## config.mk

```make
export PLATFORM = sky130hd
export DESIGN_NAME = dsp_host_if
export DESIGN_NICKNAME = d
export VERILOG_FILES = /design/src/rtl/dsp_host_pkg.sv /design/src/rtl/dsp_port_dec.sv /design/src/rtl/dsp_out_queue.sv /design/src/rtl/dsp_cmd_parser.sv /design/src/rtl/dsp_host_if.sv
export SDC_FILE = /design/constraint.sdc
export NUM_CORES = 1
export LEC_CHECK = 0
export BUFFER_PORTS_ARGS = -buffer_cell sky130_fd_sc_hd__buf_2
export CORE_ASPECT_RATIO = 1.5
export CORE_UTILIZATION = 45
export DETAILED_ROUTE_END_ITERATION = 10
export PLACE_DENSITY = 0.69
export SKIP_LAST_GASP = 1
export SLEW_MARGIN = 0
export SYNTH_ARGS = -nofsm -noshare
export SYNTH_HDL_FRONTEND = slang
export SYNTH_SLANG_ARGS = --single-unit
```

## constraint.sdc

```tcl
create_clock -name clk_i -period 2.19 [get_ports clk_i]
set_input_delay 0.1095 -clock clk_i [delete_from_list [all_inputs] [get_ports clk_i]]
set_output_delay 0.1095 -clock clk_i [all_outputs]
set_load 0.005 [all_outputs]
```

## src/rtl/dsp_host_pkg.sv

```systemverilog
package dsp_host_pkg;
  typedef enum logic [2:0] {
    PORT_NONE, PORT_RESET, PORT_RDATA, PORT_WCMD, PORT_RSTAT, PORT_ACK16
  } port_e;

  localparam logic [3:0] OFS_RESET = 4'h6;
  localparam logic [3:0] OFS_RDATA = 4'hA;
  localparam logic [3:0] OFS_WCMD  = 4'hC;
  localparam logic [3:0] OFS_RSTAT = 4'hE;
  localparam logic [3:0] OFS_ACK16 = 4'hF;

  localparam logic [7:0] CMD_RATE    = 8'h41;
  localparam logic [7:0] CMD_DMA16   = 8'hB0;
  localparam logic [7:0] CMD_VERSION = 8'hE1;
  localparam logic [7:0] CMD_SPK_ON  = 8'hD1;
  localparam logic [7:0] CMD_SPK_OFF = 8'hD3;

  localparam logic [7:0] READY_BYTE = 8'hAA;
endpackage

```

## src/rtl/dsp_port_dec.sv

```systemverilog
module dsp_port_dec
  import dsp_host_pkg::*;
#(
  parameter int unsigned ADDR_W = 10,
  parameter logic [ADDR_W-1:0] BASE_ADDR = 10'h220
) (
  input  logic [ADDR_W-1:0] addr_i,
  output port_e             port_o
);
  logic hit;
  assign hit = (addr_i[ADDR_W-1:4] == BASE_ADDR[ADDR_W-1:4]);

  always_comb begin
    port_o = PORT_NONE;
    if (hit) begin
      unique case (addr_i[3:0])
        OFS_RESET: port_o = PORT_RESET;
        OFS_RDATA: port_o = PORT_RDATA;
        OFS_WCMD:  port_o = PORT_WCMD;
        OFS_RSTAT: port_o = PORT_RSTAT;
        OFS_ACK16: port_o = PORT_ACK16;
        default:   port_o = PORT_NONE;
      endcase
    end
  end
endmodule

```

## src/rtl/dsp_out_queue.sv

```systemverilog
module dsp_out_queue #(
  parameter int unsigned DEPTH = 2,
  parameter int unsigned W     = 8
) (
  input  logic         clk_i,
  input  logic         rst_ni,
  input  logic         clr_i,
  input  logic         push_i,
  input  logic [W-1:0] push_data_i,
  input  logic         pop_i,
  output logic [W-1:0] head_o,
  output logic         empty_o
);
  localparam int unsigned PW = (DEPTH > 1) ? $clog2(DEPTH) : 1;
  localparam int unsigned CW = $clog2(DEPTH + 1);
  localparam logic [PW-1:0] LAST = PW'(DEPTH - 1);
  localparam logic [CW-1:0] FULL = CW'(DEPTH);

  logic [W-1:0]  mem_q [DEPTH];
  logic [PW-1:0] wp_q, rp_q;
  logic [CW-1:0] cnt_q;
  logic          do_push, do_pop;

  assign empty_o = (cnt_q == '0);
  assign head_o  = mem_q[rp_q];
  assign do_pop  = pop_i && !empty_o;
  assign do_push = push_i && (cnt_q != FULL);

  always_ff @(posedge clk_i or negedge rst_ni) begin
    if (!rst_ni) begin
      wp_q  <= '0;
      rp_q  <= '0;
      cnt_q <= '0;
      for (int i = 0; i < int'(DEPTH); i++) mem_q[i] <= '0;
    end else if (clr_i) begin
      wp_q  <= '0;
      rp_q  <= '0;
      cnt_q <= '0;
    end else begin
      if (do_push) begin
        mem_q[wp_q] <= push_data_i;
        wp_q <= (wp_q == LAST) ? '0 : wp_q + 1'b1;
      end
      if (do_pop) rp_q <= (rp_q == LAST) ? '0 : rp_q + 1'b1;
      if (do_push && !do_pop)      cnt_q <= cnt_q + 1'b1;
      else if (do_pop && !do_push) cnt_q <= cnt_q - 1'b1;
    end
  end
endmodule

```

## src/rtl/dsp_cmd_parser.sv

```systemverilog
module dsp_cmd_parser
  import dsp_host_pkg::*;
(
  input  logic        clk_i,
  input  logic        rst_ni,
  input  logic        clr_i,
  input  logic        byte_vld_i,
  input  logic [7:0]  byte_i,
  output logic [15:0] rate_o,
  output logic [7:0]  mode_o,
  output logic [15:0] len_o,
  output logic        start_o,
  output logic        spk_o,
  output logic        ver_req_o
);
  logic [7:0] cmd_q;
  logic [1:0] left_q;
  logic [1:0] idx_q;
  logic [7:0] arg0_q, arg1_q;

  always_ff @(posedge clk_i or negedge rst_ni) begin
    if (!rst_ni) begin
      cmd_q <= '0; left_q <= '0; idx_q <= '0;
      arg0_q <= '0; arg1_q <= '0;
      rate_o <= '0; mode_o <= '0; len_o <= '0;
      start_o <= 1'b0; spk_o <= 1'b0; ver_req_o <= 1'b0;
    end else if (clr_i) begin
      cmd_q <= '0; left_q <= '0; idx_q <= '0;
      start_o <= 1'b0; spk_o <= 1'b0; ver_req_o <= 1'b0;
    end else begin
      start_o   <= 1'b0;
      ver_req_o <= 1'b0;
      if (byte_vld_i) begin
        if (left_q == '0) begin
          cmd_q <= byte_i;
          idx_q <= '0;
          unique case (byte_i)
            CMD_RATE:    left_q <= 2'd2;
            CMD_DMA16:   left_q <= 2'd3;
            CMD_VERSION: ver_req_o <= 1'b1;
            CMD_SPK_ON:  spk_o <= 1'b1;
            CMD_SPK_OFF: spk_o <= 1'b0;
            default:     ;  // unknown: consumed
          endcase
        end else begin
          left_q <= left_q - 1'b1;
          idx_q  <= idx_q + 1'b1;
          if (idx_q == 2'd0) arg0_q <= byte_i;
          if (idx_q == 2'd1) arg1_q <= byte_i;
          if (left_q == 2'd1) begin
            if (cmd_q == CMD_RATE) rate_o <= {arg0_q, byte_i};
            if (cmd_q == CMD_DMA16) begin
              mode_o  <= arg0_q;
              len_o   <= {byte_i, arg1_q};
              start_o <= 1'b1;
            end
          end
        end
      end
    end
  end
endmodule

```

## src/rtl/dsp_host_if.sv

```systemverilog
module dsp_host_if
  import dsp_host_pkg::*;
#(
  parameter int unsigned ADDR_W    = 10,
  parameter logic [ADDR_W-1:0] BASE_ADDR = 10'h220,
  parameter int unsigned RESET_DLY = 8,
  parameter int unsigned CMD_BUSY  = 2,
  parameter int unsigned Q_DEPTH   = 2,
  parameter logic [7:0]  VER_MAJOR = 8'h04,
  parameter logic [7:0]  VER_MINOR = 8'h05
) (
  input  logic              clk_i,
  input  logic              rst_ni,
  input  logic [ADDR_W-1:0] io_addr_i,
  input  logic              io_wr_i,
  input  logic              io_rd_i,
  input  logic [7:0]        io_wdata_i,
  output logic [7:0]        io_rdata_o,
  input  logic              dma_done_i,
  output logic [15:0]       rate_o,
  output logic [7:0]        dma_mode_o,
  output logic [15:0]       dma_len_o,
  output logic              dma_start_o,
  output logic              speaker_o,
  output logic              irq_o
);
  localparam int unsigned HW = $clog2(RESET_DLY + 1);
  localparam int unsigned BW = $clog2(CMD_BUSY + 1);

  port_e         port;
  logic          in_reset_q, minor_pend_q, dma_active_q;
  logic [HW-1:0] hold_q;
  logic [BW-1:0] busy_q;
  logic          busy, avail, q_empty, q_push, q_clr, pop, cmd_acc, ver_req;
  logic          rst_set, rst_rel, ack_rd;
  logic [7:0]    q_head, q_din;

  dsp_port_dec #(.ADDR_W(ADDR_W), .BASE_ADDR(BASE_ADDR)) u_dec (
    .addr_i(io_addr_i), .port_o(port)
  );

  assign busy    = (busy_q != '0);
  assign avail   = !q_empty && (hold_q == '0);
  assign rst_set = io_wr_i && (port == PORT_RESET) && io_wdata_i[0];
  assign rst_rel = io_wr_i && (port == PORT_RESET) && !io_wdata_i[0] && in_reset_q;
  assign cmd_acc = io_wr_i && (port == PORT_WCMD) && !busy && !in_reset_q;
  assign pop     = io_rd_i && (port == PORT_RDATA) && avail;
  assign ack_rd  = io_rd_i && (port == PORT_ACK16);
  assign q_clr   = rst_set;

  always_comb begin
    q_push = 1'b1;
    if (rst_rel)           q_din = READY_BYTE;
    else if (ver_req)      q_din = VER_MAJOR;
    else if (minor_pend_q) q_din = VER_MINOR;
    else begin
      q_push = 1'b0;
      q_din  = '0;
    end
  end

  dsp_out_queue #(.DEPTH(Q_DEPTH), .W(8)) u_q (
    .clk_i(clk_i), .rst_ni(rst_ni), .clr_i(q_clr),
    .push_i(q_push), .push_data_i(q_din), .pop_i(pop),
    .head_o(q_head), .empty_o(q_empty)
  );

  dsp_cmd_parser u_parser (
    .clk_i(clk_i), .rst_ni(rst_ni), .clr_i(rst_set),
    .byte_vld_i(cmd_acc), .byte_i(io_wdata_i),
    .rate_o(rate_o), .mode_o(dma_mode_o), .len_o(dma_len_o),
    .start_o(dma_start_o), .spk_o(speaker_o), .ver_req_o(ver_req)
  );

  always_ff @(posedge clk_i or negedge rst_ni) begin
    if (!rst_ni) begin
      in_reset_q   <= 1'b0;
      minor_pend_q <= 1'b0;
      dma_active_q <= 1'b0;
      hold_q       <= '0;
      busy_q       <= '0;
      irq_o        <= 1'b0;
    end else if (rst_set) begin
      in_reset_q   <= 1'b1;
      minor_pend_q <= 1'b0;
      dma_active_q <= 1'b0;
      hold_q       <= '0;
      busy_q       <= '0;
      irq_o        <= 1'b0;
    end else begin
      if (rst_rel) begin
        in_reset_q <= 1'b0;
        hold_q     <= HW'(RESET_DLY);
      end else if (hold_q != '0) begin
        hold_q <= hold_q - 1'b1;
      end
      if (cmd_acc)   busy_q <= BW'(CMD_BUSY);
      else if (busy) busy_q <= busy_q - 1'b1;
      minor_pend_q <= ver_req;
      // done wins over a same-cycle ack so no completion is lost
      if (dma_done_i && dma_active_q) begin
        irq_o        <= 1'b1;
        dma_active_q <= 1'b0;
      end else begin
        if (ack_rd)      irq_o <= 1'b0;
        if (dma_start_o) dma_active_q <= 1'b1;
      end
    end
  end

  always_comb begin
    unique case (port)
      PORT_RDATA: io_rdata_o = avail ? q_head : 8'h00;
      PORT_RSTAT: io_rdata_o = {avail, 7'h00};
      PORT_WCMD:  io_rdata_o = {busy, 7'h00};
      PORT_ACK16: io_rdata_o = {irq_o, 7'h00};
      default:    io_rdata_o = 8'h00;
    endcase
  end
endmodule

```

After elaboration in Yosys (flattened, before gate mapping)

Index checks and enable logic that the tools add are counted.

Register bits after elaboration: 101
Bits in latches: 0
RAM bits: 0
ROM bits: 0
Input port bits: 23
Output and inout port bits: 51
Word-level logic and storage cells: 170
Memories: 0

Add/subtract/negate cells: 8
Multipliers: 0
Divide/modulo/power cells: 0
$lt $le $gt $ge: 3
Eq/ne operators: 22
Shifts and indexed selects: 0
Mux-type cells: 63
Bitwise operators: 4
Reductions and logical operators: 48

Operators by type and width:

| operator            | count |
|---|---|
| $mux 8              | 9 |
| $eq 8x8->1 const B  | 5 |
| $pmux 8 s4          | 1 |
| $mux 1              | 30 |
| $mux 2              | 12 |
| $reduce_bool 3->1   | 6 |
| $logic_and 1x1->1   | 17 |
| $bwmux 16           | 1 |
| $eq 4x4->1 const B  | 4 |
| $eq 8x7->1 const B  | 2 |
| $pmux 3 s5          | 1 |
| $mux 4              | 3 |
| $reduce_bool 2->1   | 6 |
| $reduce_and 5->1    | 2 |
| $mux 3              | 3 |
| $demux 8 s1         | 1 |
| $reduce_and 4->1    | 2 |
| $eq 3x2->1 const B  | 2 |
| $eq 3x3->1 const B  | 2 |
| $eq 6x6->1 const B  | 1 |
| $logic_not 1->1     | 6 |
| $logic_not 2->1     | 3 |
| $reduce_and 2->1    | 3 |
| $sub 2x1->2 const B | 3 |
| other kinds (17)    | 23 |

Logic depth before layout (Yosys ltp)

Gate-level depths: netlist of run 1.

Depth in word-level cells: 14
Depth in mapped cells: 9
Gate-level depth less buffers: 7

By module

From an unflattened synthesis of run 1, not the netlist that was laid out.

Cells, all modules: 361
Area, all modules: 4,636.9 um^2

Modules (own cells, without submodules):

| module         | instances | cells an instance | area an instance (um^2) | sequential area each (um^2) |
|---|---|---|---|---|
| dsp_cmd_parser | 1         | 210               | 2,895.3                 | 1,776.7 |
| dsp_out_queue  | 1         | 66                | 950.9                   | 500.5 |
| dsp_host_if    | 1         | 74                | 695.7                   | 250.2 |
| dsp_port_dec   | 1         | 11                | 95.1                    | 0.0 |

Least setup slack after synthesis of run 1

No wires, ideal clock.

Path kind: register to register
From: register busy_q[0]
To: register u_parser.rate_o[10]
Library setup time: 0.125 ns
Data arrival time: 1.936 ns
Required time: 2.065 ns
Setup slack: 0.130 ns
Stages on the path, launching flop included: 10
Buffers on the path: 2
Clock period less this slack: 2.060 ns
Cell sequence: dfrtp_1 -> inv_1 -> ha_1 -> and3b_1 -> and2_2 -> and2b_1 -> buf_4 -> nand4_4 -> buf_4 -> mux2_2

Longest elaborated chain between the ends: 5

Ends and longest elaborated chain:

| item                              | RTL line             | RTL |
|---|---|---|
| from (decl)                       | dsp_host_if.sv:33    | `logic [BW-1:0] busy_q;` |
| from (signal assigned)            | dsp_host_if.sv:97    | `if (cmd_acc) busy_q <= BW'(CMD_BUSY);` |
| from (signal assigned)            | dsp_host_if.sv:98    | `else if (busy) busy_q <= busy_q - 1'b1;` |
| $reduce_bool 2->1                 | dsp_host_if.sv:42    | `assign busy = (busy_q != '0);` |
| $logic_not 1->1                   | dsp_host_if.sv:46    | `assign cmd_acc = io_wr_i && (port == PORT_WCMD) && !busy && !in_reset_q;` |
| $logic_and 1x1->1 (2 in series)   | dsp_host_if.sv:46    |  |
| $reduce_and 5->1 (no source line) | --                   |  |
| to (signal assigned)              | dsp_cmd_parser.sv:51 | `if (cmd_q == CMD_RATE) rate_o <= {arg0_q, byte_i};` |
| to (decl)                         | dsp_cmd_parser.sv:9  | `output logic [15:0] rate_o,` |

Every way passes these cells.
A chain may end at the register's enable or synchronous reset.

Worst setup path in the final report of run 1

From: register hold_q[1]
To: output io_rdata_o[7]

Longest elaborated chain between the ends: 4

Ends and longest elaborated chain:

| item                   | RTL line           | RTL |
|---|---|---|
| from (decl)            | dsp_host_if.sv:32  | `logic [HW-1:0] hold_q;` |
| from (signal assigned) | dsp_host_if.sv:93  | `hold_q <= HW'(RESET_DLY);` |
| from (signal assigned) | dsp_host_if.sv:95  | `hold_q <= hold_q - 1'b1;` |
| $logic_not 4->1 (*)    | dsp_host_if.sv:43  | `assign avail = !q_empty && (hold_q == '0);` |
| $logic_and 1x1->1 (*)  | dsp_host_if.sv:43  |  |
| $mux 8                 | dsp_host_if.sv:113 | `PORT_RDATA: io_rdata_o = avail ? q_head : 8'h00;` |
| $pmux 8 s4 (*)         | dsp_host_if.sv:112 | `unique case (port)` |
| to (decl)              | dsp_host_if.sv:18  | `output logic [7:0] io_rdata_o,` |

Mark *: on every way between the ends. The rest lies on a longest branch, timed or not.

==> results of run 1 <==
## report_power, final
part	switching, uW	leakage [uW]	total (uW)	internal [uW]
registers	40.8	0.00124	1780	1740
clock network	630	0.000148	1580	948
logic	238	0.00131	477	240
total	908	0.00270	3840	2930
## critical path, delay by kind of cell (launching register included)
family | cells | cell delay (ns)
compound gates | 1 | 0.09
flops | 1 | 0.39
buf+inv | 2 | 0.17
simple gates | 4 | 0.95
fa+ha+maj | 1 | 0.14
## layout by cell type, fill, tap and decap left out, types with 3 or more instances in the layout
cell | synthesis | final
ha_1 | 6 | 5
buf_12 | 0 | 3
nand4_4 | 2 | 3
buf_2 | 4 | 70
nand4_1 | 3 | 3
nor2b_1 | 6 | 6
nor2_1 | 23 | 22
dfrtp_1 | 91 | 91
o21ai_0 | 3 | 3
mux2_1 | 8 | 8
nand2_1 | 9 | 9
mux2i_1 | 5 | 5
a21oi_1 | 9 | 9
inv_1 | 12 | 10
nor3_1 | 3 | 3
mux2_2 | 51 | 51
clkbuf_16 | 0 | 9
buf_4 | 9 | 19
nand3_1 | 7 | 6
xnor2_1 | 3 | 3
a22o_1 | 7 | 7
mux2_4 | 3 | 3
## Yosys cell counts, types with 2 or more instances
library cell | n | area, um^2
and3_1 | 2 | 12.5
mux2i_1 | 5 | 50.1
and2_2 | 2 | 15.0
a21oi_1 | 9 | 45.0
or3_1 | 2 | 12.5
nor3_1 | 3 | 15.0
nand2b_1 | 2 | 12.5
a211oi_1 | 2 | 15.0
o21ai_0 | 3 | 15.0
nand2_1 | 9 | 33.8
xor2_1 | 2 | 17.5
a22o_1 | 7 | 61.3
nor2b_1 | 6 | 37.5
clkbuf_1 | 5 | 18.8
mux2_1 | 8 | 90.1
nor2_1 | 23 | 86.3
buf_2 | 4 | 20.0
mux2_2 | 51 | 574
xnor2_1 | 3 | 26.3
nor3b_1 | 2 | 15.0
mux2_4 | 3 | 45.0
and4bb_1 | 2 | 25.0
and3b_1 | 2 | 17.5
nand3_1 | 7 | 35.0
ha_1 | 6 | 75.1
nand4_1 | 3 | 18.8
or2_2 | 2 | 12.5
buf_4 | 9 | 67.6
dfrtp_1 | 91 | 2280
nand4_4 | 2 | 42.5
inv_1 | 12 | 45.0
## worst paths after layout
| check | slack (ns) | cells past startpoint | to |
|---|---|---|---|
| max | 0.009 | 8 | io_rdata_o[7] |
| min | 0.03 | 3 | irq_o |
| max reg2reg | 0.10 | 7 | u_q.cnt_q[0] |
| min reg2reg | 0.49 | 1 | u_parser.len_o[0] |
| max in group asynchronous | 1.48 | 3 | u_parser.rate_o[8] |
| min in group asynchronous | 0.34 | 3 | u_parser.mode_o[2] |
## through the flow
| stage | worst slack (ns) | hold WS [ns] | TNS, ns |
|---|---|---|---|
| CTS | -0.0623 | 0.0195 | -0.432 |
| finish | 0.00853 | 0.0279 | 0 |
| global placement | -0.0380 | 0.185 | -0.255 |
| floorplan | 0.130 | -0.186 | 0 |
| detailed placement | -0.125 | 0.191 | -2.04 |
| global route | -0.0849 | 0.0384 | -0.0906 |
## logic make-up after synthesis
group	Yosys count
AND/OR/NAND/NOR	88
other	1
multiplexers	67
buffers and inverters	30
adder cells (fa/ha/maj)	6
AO/OA/AOI/OAI	32
XOR/XNOR	6
flip-flops	91
## repair_timing
action,4_1_cts,5_1_grt
endpoints found under the hold margin,91,0
gates cloned,1,0
setup endpoints to repair,30,60
hold buffers,1,0
gates resized for setup,8,5
buffers inserted,1,6
pin swaps,4,7
## state kept, by name, summed over array words and instances (netlist names), 2 cells and up
name             flops
u_parser.len_o      16
u_parser.rate_o     16
u_parser.arg0_q      8
u_parser.arg1_q      8
u_parser.cmd_q       8
u_parser.mode_o      8
u_q.mem_q            6
hold_q               4
busy_q               2
u_parser.idx_q       2
u_parser.left_q      2
u_q.cnt_q            2
## per-layer routing
metal | vias to the layer above | GRT usage | wire, um
met1 | 1379 | 0.240 | 3550
li1 | 1310 | - | -
met3 | 12 | 0.0433 | 341
met4 | 0 | 0.0904 | 157
met2 | 79 | 0.336 | 4600
met5 | - | 0 | 0
## layout make-up
cell class / count / area (um^2)
Clock buffer: 11 / 253
Clock inverter: 5 / 58.8
Fill cell: 732 / 3740
Inverter: 12 / 45.0
Multi-Input combinational cell: 202 / 1800
Sequential cell: 91 / 2280
Tap cell: 110 / 138
Timing Repair Buffer: 93 / 563
==> key figures, run 1 <==
Outcome
  – Status: complete, no violations

Cells and area
  – Layout cells sized above 1: 0.461
  – Final standard cell count with taps included and fillers excluded: 524
  – Number of antenna diodes: 0
  – Number of nets in the layout: 438
  – Fin area: 0.00514 mm^2
  – Final core area utilization: 0.579
  – Area added between synthesis and finish: 23.4%

Logic synthesis
  – Proportion of synthesized area in mux cells: 0.182
  – Share of the synthesized area in compound gates (AO/OA/AOI/OAI): 0.0577
  – Unique masters post-synth: 63
  – Portion of the post-synthesis area used by sequential elements: 0.547
  – Parity-gate share of the synthesized area counting xor and xnor cells: 0.0159
  – Simple-Gate Fraction of Synth Area: 0.142
  – Cell area after technology mapping: 0.00416 mm^2
  – Post-synthesis register bit count: 91
  – Post-synthesis async set-or-reset flop share: 1.00
  – Flip-flop cell with the highest count after synthesis: dfrtp_1
  – Combinational family with the most area after synthesis: multiplexers
  – Mean cell area of the mapped netlist: 13.0 um^2
  – Number of synthesis warnings: 0
  – Post-synthesis share of cell area spent on full adders, half adders and majority gates: 0.0180
  – Synthesized instance count: 321
  – Post-synth EDFFs: 0

Global route
  – Via count of the first global-routing pass: 2858
  – Total grt overflow: 0
  – Initial antenna violation count: 0
  – Largest net degree at the start of global routing: 92
  – First-pass GRT wire length: 14200 um
  – GRT Resource Usage Total: 0.200

Critical path
  – Critical path fanouts, max: 4
  – CP Capture Type: output port
  – RR Startpoint: hold_q[1]
  – Critical path cell sequence: inv_2 -> ha_4 -> or3b_4 -> nor3_4 -> nand3_4 -> nor2_4 -> a21o_1 -> buf_2
  – Worst-path cell with the longest stage delay: or3b_4
  – Source of the critical timing path: hold_q[1]
  – Crit Path Category: flip-flop to output port
  – CP Launch Type: flip-flop
  – Crit path largest cell delay: 0.40 ns
  – Data arrival time of the critical path: 2.07 ns
  – WP data required: 2.08 ns

Run
  – Max_cap viols: 0

CTS
  – Maximum number of buffers from clock root to sink: 2
  – Clock sink total: 91
  – Root Driver: clkbuf_16
  – Clock transition at path regs: 0.06 ns
  – Number of buffers created by CTS: 9
  – Maximum level of the CTS H-tree: 3
  – Clock tree from TritonCTS: done
  – Clock latency reported for the late side of the worst-skew pair: 0.34 ns

Power
  – Power, Total: 3840 uW
  – Power per standard cell area: 747 mW/mm^2
  – Leakage dissipation: 0.00270 uW
  – Max rail drop VDD: 698 uV

Drt
  – First DRT Iteration DRCs: 108
  – Per-cell routed wire length: 16.5 um
  – Detailed-routing iteration count for the pre-antenna-repair pass: 4
  – Final routed wirelength across all metal layers: 8650 um
  – Overall via count from detail_route: 2780
  – Number of nets with antenna violations after routing: 0
  – DR vias/cell: 5.31
  – Post-route DRC: 0

Place
  – Weighted congestion at the end of routability-driven global placement: 0.759
  – Total instance count after detailed placement: 499
  – Cell area reported after detailed placement: 0.00469 mm^2
  – IO Port Bufs: 71
  – Half-perimeter wire length after detailed placement: 5850 um

Floorplan
  – Die height: 120 um
  – Width of the die: 80.5 um
  – Initial Util: 0.469
  – Std cell rows: 42
  – Core ar.: 0.00888 mm^2
  – Die area: 0.00965 mm^2
  – I/O pins: 74

Timing
  – Setup repair after global routing missed its margin: true
  – Fmax: 458 MHz
  – Number of pins exceeding their max-slew limit in the final report: 0
  – Worst clock skew: 0.00730 ns
  – Final period util: 0.996
  – Final Hold Fails: 0
  – Final count of negative-setup-slack endpoints: 0
  – Clock period minus final worst setup slack: 2.18 ns

Worst hold path
  – Hold Path Origin: dma_done_i
  – Kind of path behind the tightest hold check: primary input to flip-flop
(Power assumes the default switching activity.)
==> inputs of run 2 (changes only) <==
PLACE_DENSITY = 0.75   (was 0.69)
==> key figures, run 2 (same netlist as run 1, synthesis figures left out) <==
Outcome
  – Status: complete, but fails checks
  – Violations in the final reports: negative setup slack

Floorplan
  – Die area: 0.00965 mm^2
  – Width of the die: 80.5 um
  – Std cell rows: 42
  – Initial Util: 0.469
  – Core ar.: 0.00888 mm^2
  – Die height: 120 um
  – I/O pins: 74

Worst hold path
  – Hold Path Origin: dma_done_i
  – Depth of the worst hold-timing path: 3
  – Worst Hold Path EP: irq_o
  – Kind of path behind the tightest hold check: primary input to flip-flop

Place
  – Weighted congestion at the end of routability-driven global placement: 0.765
  – IO Port Bufs: 71
  – Half-perimeter wire length after detailed placement: 6020 um
  – Cell area reported after detailed placement: 0.00465 mm^2

Run
  – Max_cap viols: 0

Drt
  – Per-cell routed wire length: 16.6 um
  – Number of nets with antenna violations after routing: 0
  – Detailed-routing iteration count for the pre-antenna-repair pass: 4
  – First DRT Iteration DRCs: 100
  – DR vias/cell: 5.39
  – Overall via count from detail_route: 2809
  – Post-route DRC: 0
  – Final routed wirelength across all metal layers: 8660 um

Cells and area
  – Number of antenna diodes: 0
  – Leading cell types in the layout, fill and taps excluded: dfrtp_1 (91), buf_2 (70), mux2_2 (51), nor2_1 (22), buf_4 (18)
  – Most frequent standard cell in the layout excluding fill and tap cells: dfrtp_1
  – Fill count: 747
  – Number of nets in the layout: 435
  – Largest registers: u_parser.len_o (16), u_parser.rate_o (16)
  – Area added between synthesis and finish: 21.2%
  – Layout cells sized above 1: 0.448
  – Final core area utilization: 0.568
  – Fin area: 0.00505 mm^2

Global route
  – First-pass GRT wire length: 13700 um
  – Total grt overflow: 0
  – Largest net degree at the start of global routing: 48
  – Initial antenna violation count: 0
  – Via count of the first global-routing pass: 2792
  – GRT Resource Usage Total: 0.194

Timing
  – Final count of negative-setup-slack endpoints: 1
  – Max-Slew Margin vs Limit: 0.612
  – Clock period minus final worst setup slack: 2.19 ns
  – Fmax: 456 MHz
  – Worst Max-Slew Pin Slew: 0.581 ns
  – Crit path setup slack, layout: -0.00107 ns
  – Number of pins exceeding their max-slew limit in the final report: 0
  – Worst clock skew: 0.00567 ns
  – Final Hold Fails: 0
  – Setup repair after global routing missed its margin: true
  – Final period util: 1.00

Critical path
  – Crit path largest cell delay: 0.40 ns
  – Kind of cell adding the most delay to the critical path: simple AND/OR/NAND/NOR gates
  – CP Capture Type: output port
  – WP data required: 2.08 ns
  – CP Launch Type: flip-flop
  – RR Startpoint: hold_q[1]
  – Worst reg-to-reg path cell count: 8
  – Critical path fanouts, max: 4
  – Buffer and inverter count on the worst path: 3
  – Data arrival time of the critical path: 2.08 ns
  – Source of the critical timing path: hold_q[1]
  – Crit Path Category: flip-flop to output port
  – Critical path cell sequence: inv_2 -> ha_4 -> or3b_4 -> nor3_4 -> buf_4 -> a21oi_1 -> o22ai_1 -> a21o_1 -> buf_2
  – Terminus of the critical flop-to-flop path: u_q.cnt_q[0]
  – Reg-to-reg setup timing slack: 0.05 ns
  – Worst-path cell with the longest stage delay: dfrtp_1

CTS
  – Clock transition at path regs: 0.06 ns
  – Root Driver: clkbuf_16
  – Maximum number of buffers from clock root to sink: 2
  – Clock sink total: 91
  – Clock tree from TritonCTS: done
  – Number of buffers created by CTS: 9
  – Maximum level of the CTS H-tree: 3
  – Clock latency reported for the late side of the worst-skew pair: 0.34 ns

Power
  – Power per standard cell area: 733 mW/mm^2
  – Leakage dissipation: 0.00266 uW
  – Max rail drop VDD: 475 uV
==> run 2: cell count changes in the layout (fill, tap and decap cells not counted), sizes merged <==
cell,before,now
inv,13,12
clkinv,1,0
buf,92,89
clkbuf,11,15
bufinv,1,0
clkinvlp,2,1
==> run 2: how the worst max path moves through the flow <==
stage	slack, ns	cells past startpoint	to
floorplan	0.13	9	u_parser.rate_o[10]
global placement	-0.006	7	u_parser.len_o[3]
detailed placement	-0.08	7	u_parser.len_o[1]
CTS	-0.06	8	io_rdata_o[7]
global route	-0.10	9	io_rdata_o[7]
finish	-0.001	9	io_rdata_o[7]
==> run 2: metal layers <==
| metal | GRT usage | up-vias | share of wire |
|---|---|---|---|
| li1 | - | 1305 | - |
| met1 | 0.232 | 1415 | 0.41 |
| met2 | 0.328 | 73 | 0.52 |
| met3 | 0.0243 | 16 | 0.034 |
| met4 | 0.115 | 0 | 0.028 |
| met5 | 0 | - | 0 |
==> run 2: power by group <==
group          switching, uW  internal [uW]  total, uW  leakage, uW
Clock                    593            833       1430     0.000130
Combinational            245            242        487      0.00128
Sequential              45.0           1740       1790      0.00124
==> run 2: cell type report <==
class,count,area [um^2],area share
clock inverter,1,7.51,0.00149
inverter,12,45.0,0.00892
multi-input combinational,202,1800,0.356
tap,110,138,0.0273
clock buffer,15,268,0.0530
timing repair buffer,90,515,0.102
sequential,91,2280,0.451
==> run 2: through the flow <==
| stage | power, uW | TNS, ns | worst slack [ns] | hold slack [ns] | std cells |
|---|---|---|---|---|---|
| final | 3700 | -0.00107 | -0.00107 | 0.0478 | 521 |
| after global routing | 3850 | -0.215 | -0.101 | 0.0595 | 521 |
| after CTS | 3680 | -0.377 | -0.0641 | 0.0504 | 518 |
| after detailed placement | 2200 | -1.10 | -0.0810 | 0.155 | 497 |
| after global placement | 2160 | -0.0364 | -0.00615 | 0.144 | 497 |
| after floorplan | 2040 | 0 | 0.130 | -0.186 | 322 |
==> run 2: worst register-to-register path, stage by stage, from the launching register on <==
cell	delay, ns
dfrtp_1	0.40
inv_2	0.08
ha_4	0.14
or3b_4	0.39
nor3_4	0.20
buf_4	0.14
and3_2	0.24
xnor3_1	0.30
nor2b_1	0.14
==> run 2: what timing repair did <==
item,in CTS,in global routing
endpoints found under the setup margin,31,56
setup buffers,3,3
gates cloned,1,0
gates resized for setup,8,4
hold buffers,1,0
pin swaps,5,3
endpoints found under the hold margin,45,0
